### src/rtl/mel_pkg.sv
package mel_pkg;

  localparam int DW       = 32;
  localparam int TYPE_W   = 5;
  localparam int BANK_W   = 3;
  localparam int RANK_W   = 3;
  localparam int BUF_W    = 8;
  localparam int CAS_W    = 13;
  localparam int RAS_W    = 16;
  localparam int SYN_W    = 32;
  localparam int LOC_W    = 18;

  // log word layout
  localparam int A_TYPE_LSB = 15;
  localparam int A_BANK_LSB = 12;
  localparam int A_RANK_LSB = 8;
  localparam int B_CAS_LSB  = 16;

  // flag register layout
  localparam int CHAN_LSB = 28;
  localparam int SPD_BIT  = 18;
  localparam logic [DW-1:0] ANY_MASK  = 32'h0001_DC71;
  localparam logic [DW-1:0] IMPL_MASK = ANY_MASK | (32'h1 << SPD_BIT);

  // valid marker bits
  localparam int V_NREC = 0;
  localparam int V_REC  = 1;
  localparam int V_RDAT = 2;
  localparam int V_W    = 3;

  // per-channel register offsets
  localparam logic [2:0] OFS_VLD   = 3'd0;
  localparam logic [2:0] OFS_NRECA = 3'd1;
  localparam logic [2:0] OFS_NRECB = 3'd2;
  localparam logic [2:0] OFS_RECA  = 3'd3;
  localparam logic [2:0] OFS_RECB  = 3'd4;
  localparam logic [2:0] OFS_SYN   = 3'd5;
  localparam logic [2:0] OFS_LOC   = 3'd6;

  typedef struct packed {
    logic [TYPE_W-1:0] etype;
    logic [BANK_W-1:0] bank;
    logic [RANK_W-1:0] rank;
    logic [BUF_W-1:0]  bufid;
    logic [CAS_W-1:0]  cas;
    logic [RAS_W-1:0]  ras;
    logic [SYN_W-1:0]  synd;
    logic [LOC_W-1:0]  loc;
  } evt_t;

  function automatic logic [DW-1:0] type_flag(input logic [TYPE_W-1:0] t);
    logic [DW-1:0] f;
    f = '0;
    case (t)
      5'd1:                       f[0] = 1'b1;
      5'd4, 5'd5, 5'd6,
      5'd10, 5'd11, 5'd12,
      5'd14, 5'd15, 5'd16, 5'd18: f[t] = 1'b1;
      default:                    f = '0;
    endcase
    return f;
  endfunction

  function automatic logic is_corr(input logic [TYPE_W-1:0] t);
    return (t == 5'd14) || (t == 5'd15) || (t == 5'd16);
  endfunction

  function automatic logic is_uncorr(input logic [TYPE_W-1:0] t);
    return (t == 5'd1) || (t == 5'd4) || (t == 5'd5) || (t == 5'd6) ||
           (t == 5'd10) || (t == 5'd11) || (t == 5'd12);
  endfunction

  function automatic logic [DW-1:0] word_a(input evt_t e);
    logic [DW-1:0] w;
    w = '0;
    w[A_TYPE_LSB +: TYPE_W] = e.etype;
    w[A_BANK_LSB +: BANK_W] = e.bank;
    w[A_RANK_LSB +: RANK_W] = e.rank;
    w[0 +: BUF_W]           = e.bufid;
    return w;
  endfunction

  function automatic logic [DW-1:0] word_b(input evt_t e);
    logic [DW-1:0] w;
    w = '0;
    w[B_CAS_LSB +: CAS_W] = e.cas;
    w[0 +: RAS_W]         = e.ras;
    return w;
  endfunction

endpackage

### src/rtl/mel_rst_sync.sv
module mel_rst_sync (
  input  logic clk,
  input  logic rst_n,
  output logic srst_n
);
  logic [1:0] stage_q;

  always_ff @(posedge clk or negedge rst_n) begin
    if (!rst_n) stage_q <= 2'b00;
    else        stage_q <= {stage_q[0], 1'b1};
  end

  assign srst_n = stage_q[1];
endmodule

### src/rtl/mel_flags.sv
module mel_flags
  import mel_pkg::*;
#(
  parameter int CHW = 1
) (
  input  logic              clk,
  input  logic              rst_n,
  input  logic              evt_valid,
  input  logic [TYPE_W-1:0] evt_type,
  input  logic [CHW-1:0]    evt_chan,
  input  logic [DW-1:0]     clr_first,
  input  logic [DW-1:0]     clr_next,
  output logic [DW-1:0]     first_q,
  output logic [DW-1:0]     next_q
);
  logic [DW-1:0] flag;
  logic          hit, held;
  logic [DW-1:0] first_d, next_d;
  logic          en_first, en_next;

  always_comb begin
    flag     = type_flag(evt_type);
    hit      = evt_valid && (flag != '0);
    held     = |(first_q & IMPL_MASK);
    first_d  = first_q & ~clr_first;
    next_d   = next_q & ~clr_next;
    en_first = |clr_first;
    en_next  = |clr_next;
    if (hit) begin
      if (held) begin
        next_d                   = next_d | flag;
        next_d[CHAN_LSB +: CHW]  = evt_chan;
        en_next                  = 1'b1;
      end else begin
        first_d                  = first_d | flag;
        first_d[CHAN_LSB +: CHW] = evt_chan;
        en_first                 = 1'b1;
      end
    end
  end

  always_ff @(posedge clk or negedge rst_n) begin
    if (!rst_n) begin
      first_q <= '0;
      next_q  <= '0;
    end else begin
      if (en_first) first_q <= first_d;
      if (en_next)  next_q  <= next_d;
    end
  end
endmodule

### src/rtl/mel_chan_log.sv
module mel_chan_log
  import mel_pkg::*;
(
  input  logic           clk,
  input  logic           rst_n,
  input  logic           hit,
  input  evt_t           evt,
  input  logic [V_W-1:0] clr_vld,
  output logic [V_W-1:0] vld_q,
  output logic [DW-1:0]  nreca_q,
  output logic [DW-1:0]  nrecb_q,
  output logic [DW-1:0]  reca_q,
  output logic [DW-1:0]  recb_q,
  output logic [DW-1:0]  syn_q,
  output logic [DW-1:0]  loc_q
);
  logic [V_W-1:0] vld_d;
  logic           ld_nrec, ld_rec, ld_rdat, en_vld;

  always_comb begin
    vld_d   = vld_q & ~clr_vld;
    ld_nrec = hit && is_uncorr(evt.etype) && !vld_d[V_NREC];
    ld_rec  = hit && is_corr(evt.etype)   && !vld_d[V_REC];
    ld_rdat = hit && is_corr(evt.etype)   && !vld_d[V_RDAT];
    if (ld_nrec) vld_d[V_NREC] = 1'b1;
    if (ld_rec)  vld_d[V_REC]  = 1'b1;
    if (ld_rdat) vld_d[V_RDAT] = 1'b1;
    en_vld  = (|clr_vld) || ld_nrec || ld_rec || ld_rdat;
  end

  always_ff @(posedge clk or negedge rst_n) begin
    if (!rst_n) begin
      vld_q   <= '0;
      nreca_q <= '0;
      nrecb_q <= '0;
      reca_q  <= '0;
      recb_q  <= '0;
      syn_q   <= '0;
      loc_q   <= '0;
    end else begin
      if (en_vld) vld_q <= vld_d;
      if (ld_nrec) begin
        nreca_q <= word_a(evt);
        nrecb_q <= word_b(evt);
      end
      if (ld_rec) begin
        reca_q <= word_a(evt);
        recb_q <= word_b(evt);
      end
      if (ld_rdat) begin
        syn_q <= DW'(evt.synd);
        loc_q <= DW'(evt.loc);
      end
    end
  end
endmodule

### src/rtl/mem_err_logger.sv
module mem_err_logger
  import mel_pkg::*;
#(
  parameter  int NCH = 2,
  localparam int CHW = (NCH > 1) ? $clog2(NCH) : 1,
  localparam int AW  = $clog2(8 * (NCH + 1))
) (
  input  logic              clk,
  input  logic              rst_n,
  input  logic              evt_valid,
  input  logic [TYPE_W-1:0] evt_type,
  input  logic [CHW-1:0]    evt_chan,
  input  logic [BANK_W-1:0] evt_bank,
  input  logic [RANK_W-1:0] evt_rank,
  input  logic [BUF_W-1:0]  evt_bufid,
  input  logic [CAS_W-1:0]  evt_cas,
  input  logic [RAS_W-1:0]  evt_ras,
  input  logic [SYN_W-1:0]  evt_synd,
  input  logic [LOC_W-1:0]  evt_eccloc,
  input  logic              sw_wr,
  input  logic [AW-1:0]     sw_addr,
  input  logic [DW-1:0]     sw_wdata,
  output logic [DW-1:0]     sw_rdata,
  output logic              err_any
);
  localparam logic [DW-1:0] FLAG_W1C = IMPL_MASK | (DW'((1 << CHW) - 1) << CHAN_LSB);
  localparam int BW = AW - 3;

  logic                      srst_n;
  evt_t                      evt;
  logic [DW-1:0]             clr_first, clr_next;
  logic [DW-1:0]             first_q, next_q;
  logic [NCH-1:0][V_W-1:0]   vld_all;
  logic [NCH-1:0][DW-1:0]    nreca_all, nrecb_all, reca_all, recb_all, syn_all, loc_all;
  logic [BW-1:0]             blk;
  logic [2:0]                ofs;

  mel_rst_sync u_rst (.clk(clk), .rst_n(rst_n), .srst_n(srst_n));

  always_comb begin
    evt.etype = evt_type;
    evt.bank  = evt_bank;
    evt.rank  = evt_rank;
    evt.bufid = evt_bufid;
    evt.cas   = evt_cas;
    evt.ras   = evt_ras;
    evt.synd  = evt_synd;
    evt.loc   = evt_eccloc;
  end

  assign clr_first = (sw_wr && sw_addr == AW'(0)) ? (sw_wdata & FLAG_W1C) : '0;
  assign clr_next  = (sw_wr && sw_addr == AW'(1)) ? (sw_wdata & FLAG_W1C) : '0;

  mel_flags #(.CHW(CHW)) u_flags (
    .clk       (clk),
    .rst_n     (srst_n),
    .evt_valid (evt_valid),
    .evt_type  (evt_type),
    .evt_chan  (evt_chan),
    .clr_first (clr_first),
    .clr_next  (clr_next),
    .first_q   (first_q),
    .next_q    (next_q)
  );

  for (genvar c = 0; c < NCH; c++) begin : g_ch
    logic           ch_hit;
    logic [V_W-1:0] ch_clr;

    assign ch_hit = evt_valid && (evt_chan == CHW'(c));
    assign ch_clr = (sw_wr && sw_addr == AW'(8 * (c + 1))) ? sw_wdata[V_W-1:0] : '0;

    mel_chan_log u_log (
      .clk     (clk),
      .rst_n   (srst_n),
      .hit     (ch_hit),
      .evt     (evt),
      .clr_vld (ch_clr),
      .vld_q   (vld_all[c]),
      .nreca_q (nreca_all[c]),
      .nrecb_q (nrecb_all[c]),
      .reca_q  (reca_all[c]),
      .recb_q  (recb_all[c]),
      .syn_q   (syn_all[c]),
      .loc_q   (loc_all[c])
    );
  end

  assign blk = sw_addr[AW-1:3];
  assign ofs = sw_addr[2:0];

  always_comb begin
    sw_rdata = '0;
    if (blk == BW'(0)) begin
      if (ofs == 3'd0) sw_rdata = first_q;
      if (ofs == 3'd1) sw_rdata = next_q;
    end
    for (int c = 0; c < NCH; c++) begin
      if (blk == BW'(c + 1)) begin
        case (ofs)
          OFS_VLD:   sw_rdata = DW'(vld_all[c]);
          OFS_NRECA: sw_rdata = nreca_all[c];
          OFS_NRECB: sw_rdata = nrecb_all[c];
          OFS_RECA:  sw_rdata = reca_all[c];
          OFS_RECB:  sw_rdata = recb_all[c];
          OFS_SYN:   sw_rdata = syn_all[c];
          OFS_LOC:   sw_rdata = loc_all[c];
          default:   sw_rdata = '0;
        endcase
      end
    end
  end

  assign err_any = |(first_q & ANY_MASK);

endmodule

### config.mk
export PLATFORM = sky130hd
export DESIGN_NAME = mem_err_logger
export DESIGN_NICKNAME = d
export VERILOG_FILES = /design/src/rtl/mel_pkg.sv /design/src/rtl/mel_rst_sync.sv /design/src/rtl/mel_flags.sv /design/src/rtl/mel_chan_log.sv /design/src/rtl/mem_err_logger.sv
export SDC_FILE = /design/constraint.sdc
export NUM_CORES = 1
export LEC_CHECK = 0
export ABC_AREA = 1
export BUFFER_PORTS_ARGS = -buffer_cell sky130_fd_sc_hd__buf_2
export CAP_MARGIN = 40
export CORE_MARGIN = 2
export CORE_UTILIZATION = 50
export DETAILED_ROUTE_END_ITERATION = 10
export PLACE_DENSITY = 0.68
export SKIP_CTS_REPAIR_TIMING = 1
export SYNTH_ARGS = -nofsm -noshare
export SYNTH_HDL_FRONTEND = slang
export SYNTH_SLANG_ARGS = --single-unit
### constraint.sdc
create_clock -name clk -period 21.8 [get_ports clk]
set_input_delay 0 -clock clk [delete_from_list [all_inputs] [get_ports clk]]
set_output_delay 0 -clock clk [all_outputs]
set_load 0.005 [all_outputs]
==> summary.txt <==
Status
  • Status: finished, violations left
  • Failing checks: negative hold slack

Layout
  • Final instance area: 21360 um2
  • Area Growth Syn to Fin: 19.07%
  • Filler cells: 3249
  • Ratio of cells with drive above 1 in the final layout: 11.13%
  • Nets: 2709

Logic synthesis
  • Synth cell types: 31
  • Number of synthesized register bits: 364
  • Primary FF master, synth: dfrtp_1
  • Post-Syn Nets: 2563
  • Sequential share of the synthesized area: 50.78%
  • Async set-reset flop share out of synthesis: 100.0%
  • YS warnings: 0
  • EDFF count, synth: 0
  • Most common cell in the netlist: nand2_1
  • Post-synth top area share: 50.78%
  • Cell area after synthesis: 17940 um2
  • Area contributors post-synth: dfrtp_1, nand2_1, nand3_1
  • Cell taking the most area after synthesis: dfrtp_1
  • Syn_area_per_cell: 7.403 um2
  • Post-synth top cells: nand2_1, dfrtp_1, nand3_1
  • Post-Synthesis Cells: 2423

Clocking
  • Clock sink count: 364
  • Clock-pin slew on the worst setup and hold paths: 0.06 ns
  • CTS tree: yes
  • TritonCTS buffer count: 40
  • Clock buffer depth: 3
  • Worst-skew pair later-pin latency: 0.55 ns
  • H-tree levels: 2
  • Clock Tree Root: clkbuf_16

Min path
  • Cells on Worst Hold Path: 6
  • Hold Path Sink: u_flags.first_q[0]
  • Hold Crit Class: in -> reg
  • Min-Delay Startpoint: sw_wdata[0]

Worst setup path
  • Flop-to-flop setup slack: 19.35 ns
  • Max stage delay cell, worst path: buf_4
  • Critical Path RT: 22.21 ns
  • Crit-path leading delay family: buffers and inverters
  • Worst Setup Start Kind: input pin
  • RR Endpoint: g_ch[0].u_log.recb_q[14]
  • CP Buf/Inv Count: 7
  • Reg-to-reg startpoint: g_ch[0].u_log.vld_q[1]
  • Most used cell, CP: nand2_1
  • Crit path kind: in -> reg
  • Critical Path AT: 3.67 ns
  • Max FO, Critical Path: 59
  • Worst r2r path cells: 6
  • Crit. End Element: flop
  • Worst-path cell chain: dlygate4sd3_1, buf_2, nand2_1, inv_1, buf_4, nand2_2, inv_2, buf_4, nand2_1, buf_4, nand2_1, nand2_1
  • Worst path max stage delay: 0.69 ns

Timing
  • Achievable Freq: 307.3 MHz
  • Setup TNS: 0 ns
  • Setup violators final: 0
  • RSZ-0062 raised after global routing: false
  • Hold_ws: -0.02149 ns
  • Final slew viol count: 0
  • Skew final: 0.02787 ns
  • Slew Limit Headroom: 40.73%
  • Worst Max-Slew Pin Slew: 0.8890 ns
  • Final hold viol count: 2
  • Fin crit share: 14.93%
  • Fin crit period: 3.254 ns

Routing
  • Post-route DRC: 0
  • WL/cell: 19.50 um
  • Pre-antenna DRT Iters: 5
  • Post-route ant nets: 0
  • Initial drt markers: 1719
  • Via density per instance: 5.578
  • Wirelength, routed: 59640 um
  • Total number of vias: 17060

Global routing
  • Vias in the first global route: 15740
  • Global-route wire length before repair: 91700 um
  • GRT overflow: 0
  • Largest net degree at the start of global routing: 68
  • GRT Util Overall: 31.27%
  • Initial antenna violation count: 4

Pwr
  • Cell area power density: 97.35 nW/um2
  • Tot Pwr: 2079 uW
  • LEAKAGE: 0.01158 uW
  • Peak VDD IR: 0.00007495 V

Placed design
  • Placer Congestion: 0.8931
  • DP Area: 18910 um2
  • DPL Wire Length: 36280 um
  • PortBufs: 154

Floorplanning
  • Initial Utilization: 50.56%
  • Die Y: 193.4 um
  • Die width: 193.4 um
  • Area of the die: 37410 um2
  • Rows: 69
  • Top-Level Pins: 173
  • Core area: 35480 um2

Run
  • Max Cap Violations: 0
-- how the worst max path moves through the flow --
| stage | startpoint | end | cells after the start |
|---|---|---|---|
| 2_1_floorplan | u_rst.stage_q[1] | g_ch[0].u_log.loc_q[0] | 0 |
| 4_1_cts | sw_addr[2] | sw_rdata[6] | 11 |
| 6_report | evt_chan | g_ch[1].u_log.syn_q[23] | 12 |
| 5_1_grt | evt_type[3] | g_ch[1].u_log.syn_q[23] | 13 |
| 3_5_place_dp | sw_addr[0] | g_ch[1].u_log.syn_q[14] | 12 |
| 3_3_place_gp | sw_addr[0] | g_ch[1].u_log.reca_q[2] | 11 |
-- per-layer routing --
metal	track usage (%)	wire [um]	up-vias
met5	0	29	-
met4	7.747	1097	4
met3	8.159	6829	86
met2	46.11	26110	887
met1	46.09	25570	8115
li1	-	-	7966
-- state kept, by name, summed over array words and instances, names as in the netlist, 6 cells and up --
signal / cells
g_ch.u_log.recb_q: 58
g_ch.u_log.reca_q: 38
g_ch.u_log.nreca_q: 38
g_ch.u_log.syn_q: 64
u_flags.first_q: 32
u_flags.next_q: 32
g_ch.u_log.vld_q: 6
g_ch.u_log.loc_q: 36
g_ch.u_log.nrecb_q: 58
-- placed cells by master (no fill, tap or decap), types with 11 or more instances in the layout --
| master | n |
|---|---|
| buf_4 | 28 |
| dfrtp_1 | 363 |
| clkbuf_16 | 41 |
| buf_2 | 154 |
| nand4_1 | 115 |
| dlygate4sd3_1 | 113 |
| inv_2 | 11 |
| nand2_1 | 1152 |
| nand3_1 | 252 |
| inv_1 | 119 |
| o22ai_1 | 12 |
| o21ai_0 | 72 |
| nor2_1 | 57 |
-- where the power goes --
part | total, uW | leakage, uW | switching [uW] | internal (uW)
logic | 461 | 0.00624 | 315 | 146
registers | 930 | 0.00470 | 91.2 | 839
clock network | 687 | 0.000645 | 277 | 411
total | 2080 | 0.0116 | 683 | 1400
-- stage by stage --
stage	utilization (%)	cells	setup WS, ns
4_1_cts	57.00	2944	18.97
3_3_place_gp	52.61	2865	18.34
5_1_grt	60.19	3057	18.36
2_1_floorplan	-	2423	10.90
6_report	60.20	3058	18.55
3_5_place_dp	53.29	2875	18.53
-- cell type report --
type	count	area, um2	area share, %
well taps	461	576.8	2.700
clock inverters	9	130.1	0.6092
flip-flops and latches	364	9112	42.66
clock buffers	60	1187	5.559
multi-input cells	1727	7506	35.14
inverters	131	491.7	2.302
repair buffers	305	2352	11.01
diodes	1	2.502	0.01172
-- tightest hold or removal path, cell delays in order --
cell     delay, ns
buf_2         0.14
inv_1         0.07
o21ai_0       0.11
inv_1         0.07
nand2_1       0.05
nand2_1       0.05
-- logic make-up (layout without fill, tap and decap cells) --
group                  Yosys count  after routing  share of synthesized area (%)
AND/OR/NAND/NOR               1601           1601                          37.24
flip-flops                     364            364                          50.78
buffers and inverters          332            505                          7.958
AO/OA/AOI/OAI                  125            125                          4.004
other                            1              2                        0.02090
Note: power is estimated with default switching activity, not from simulation.
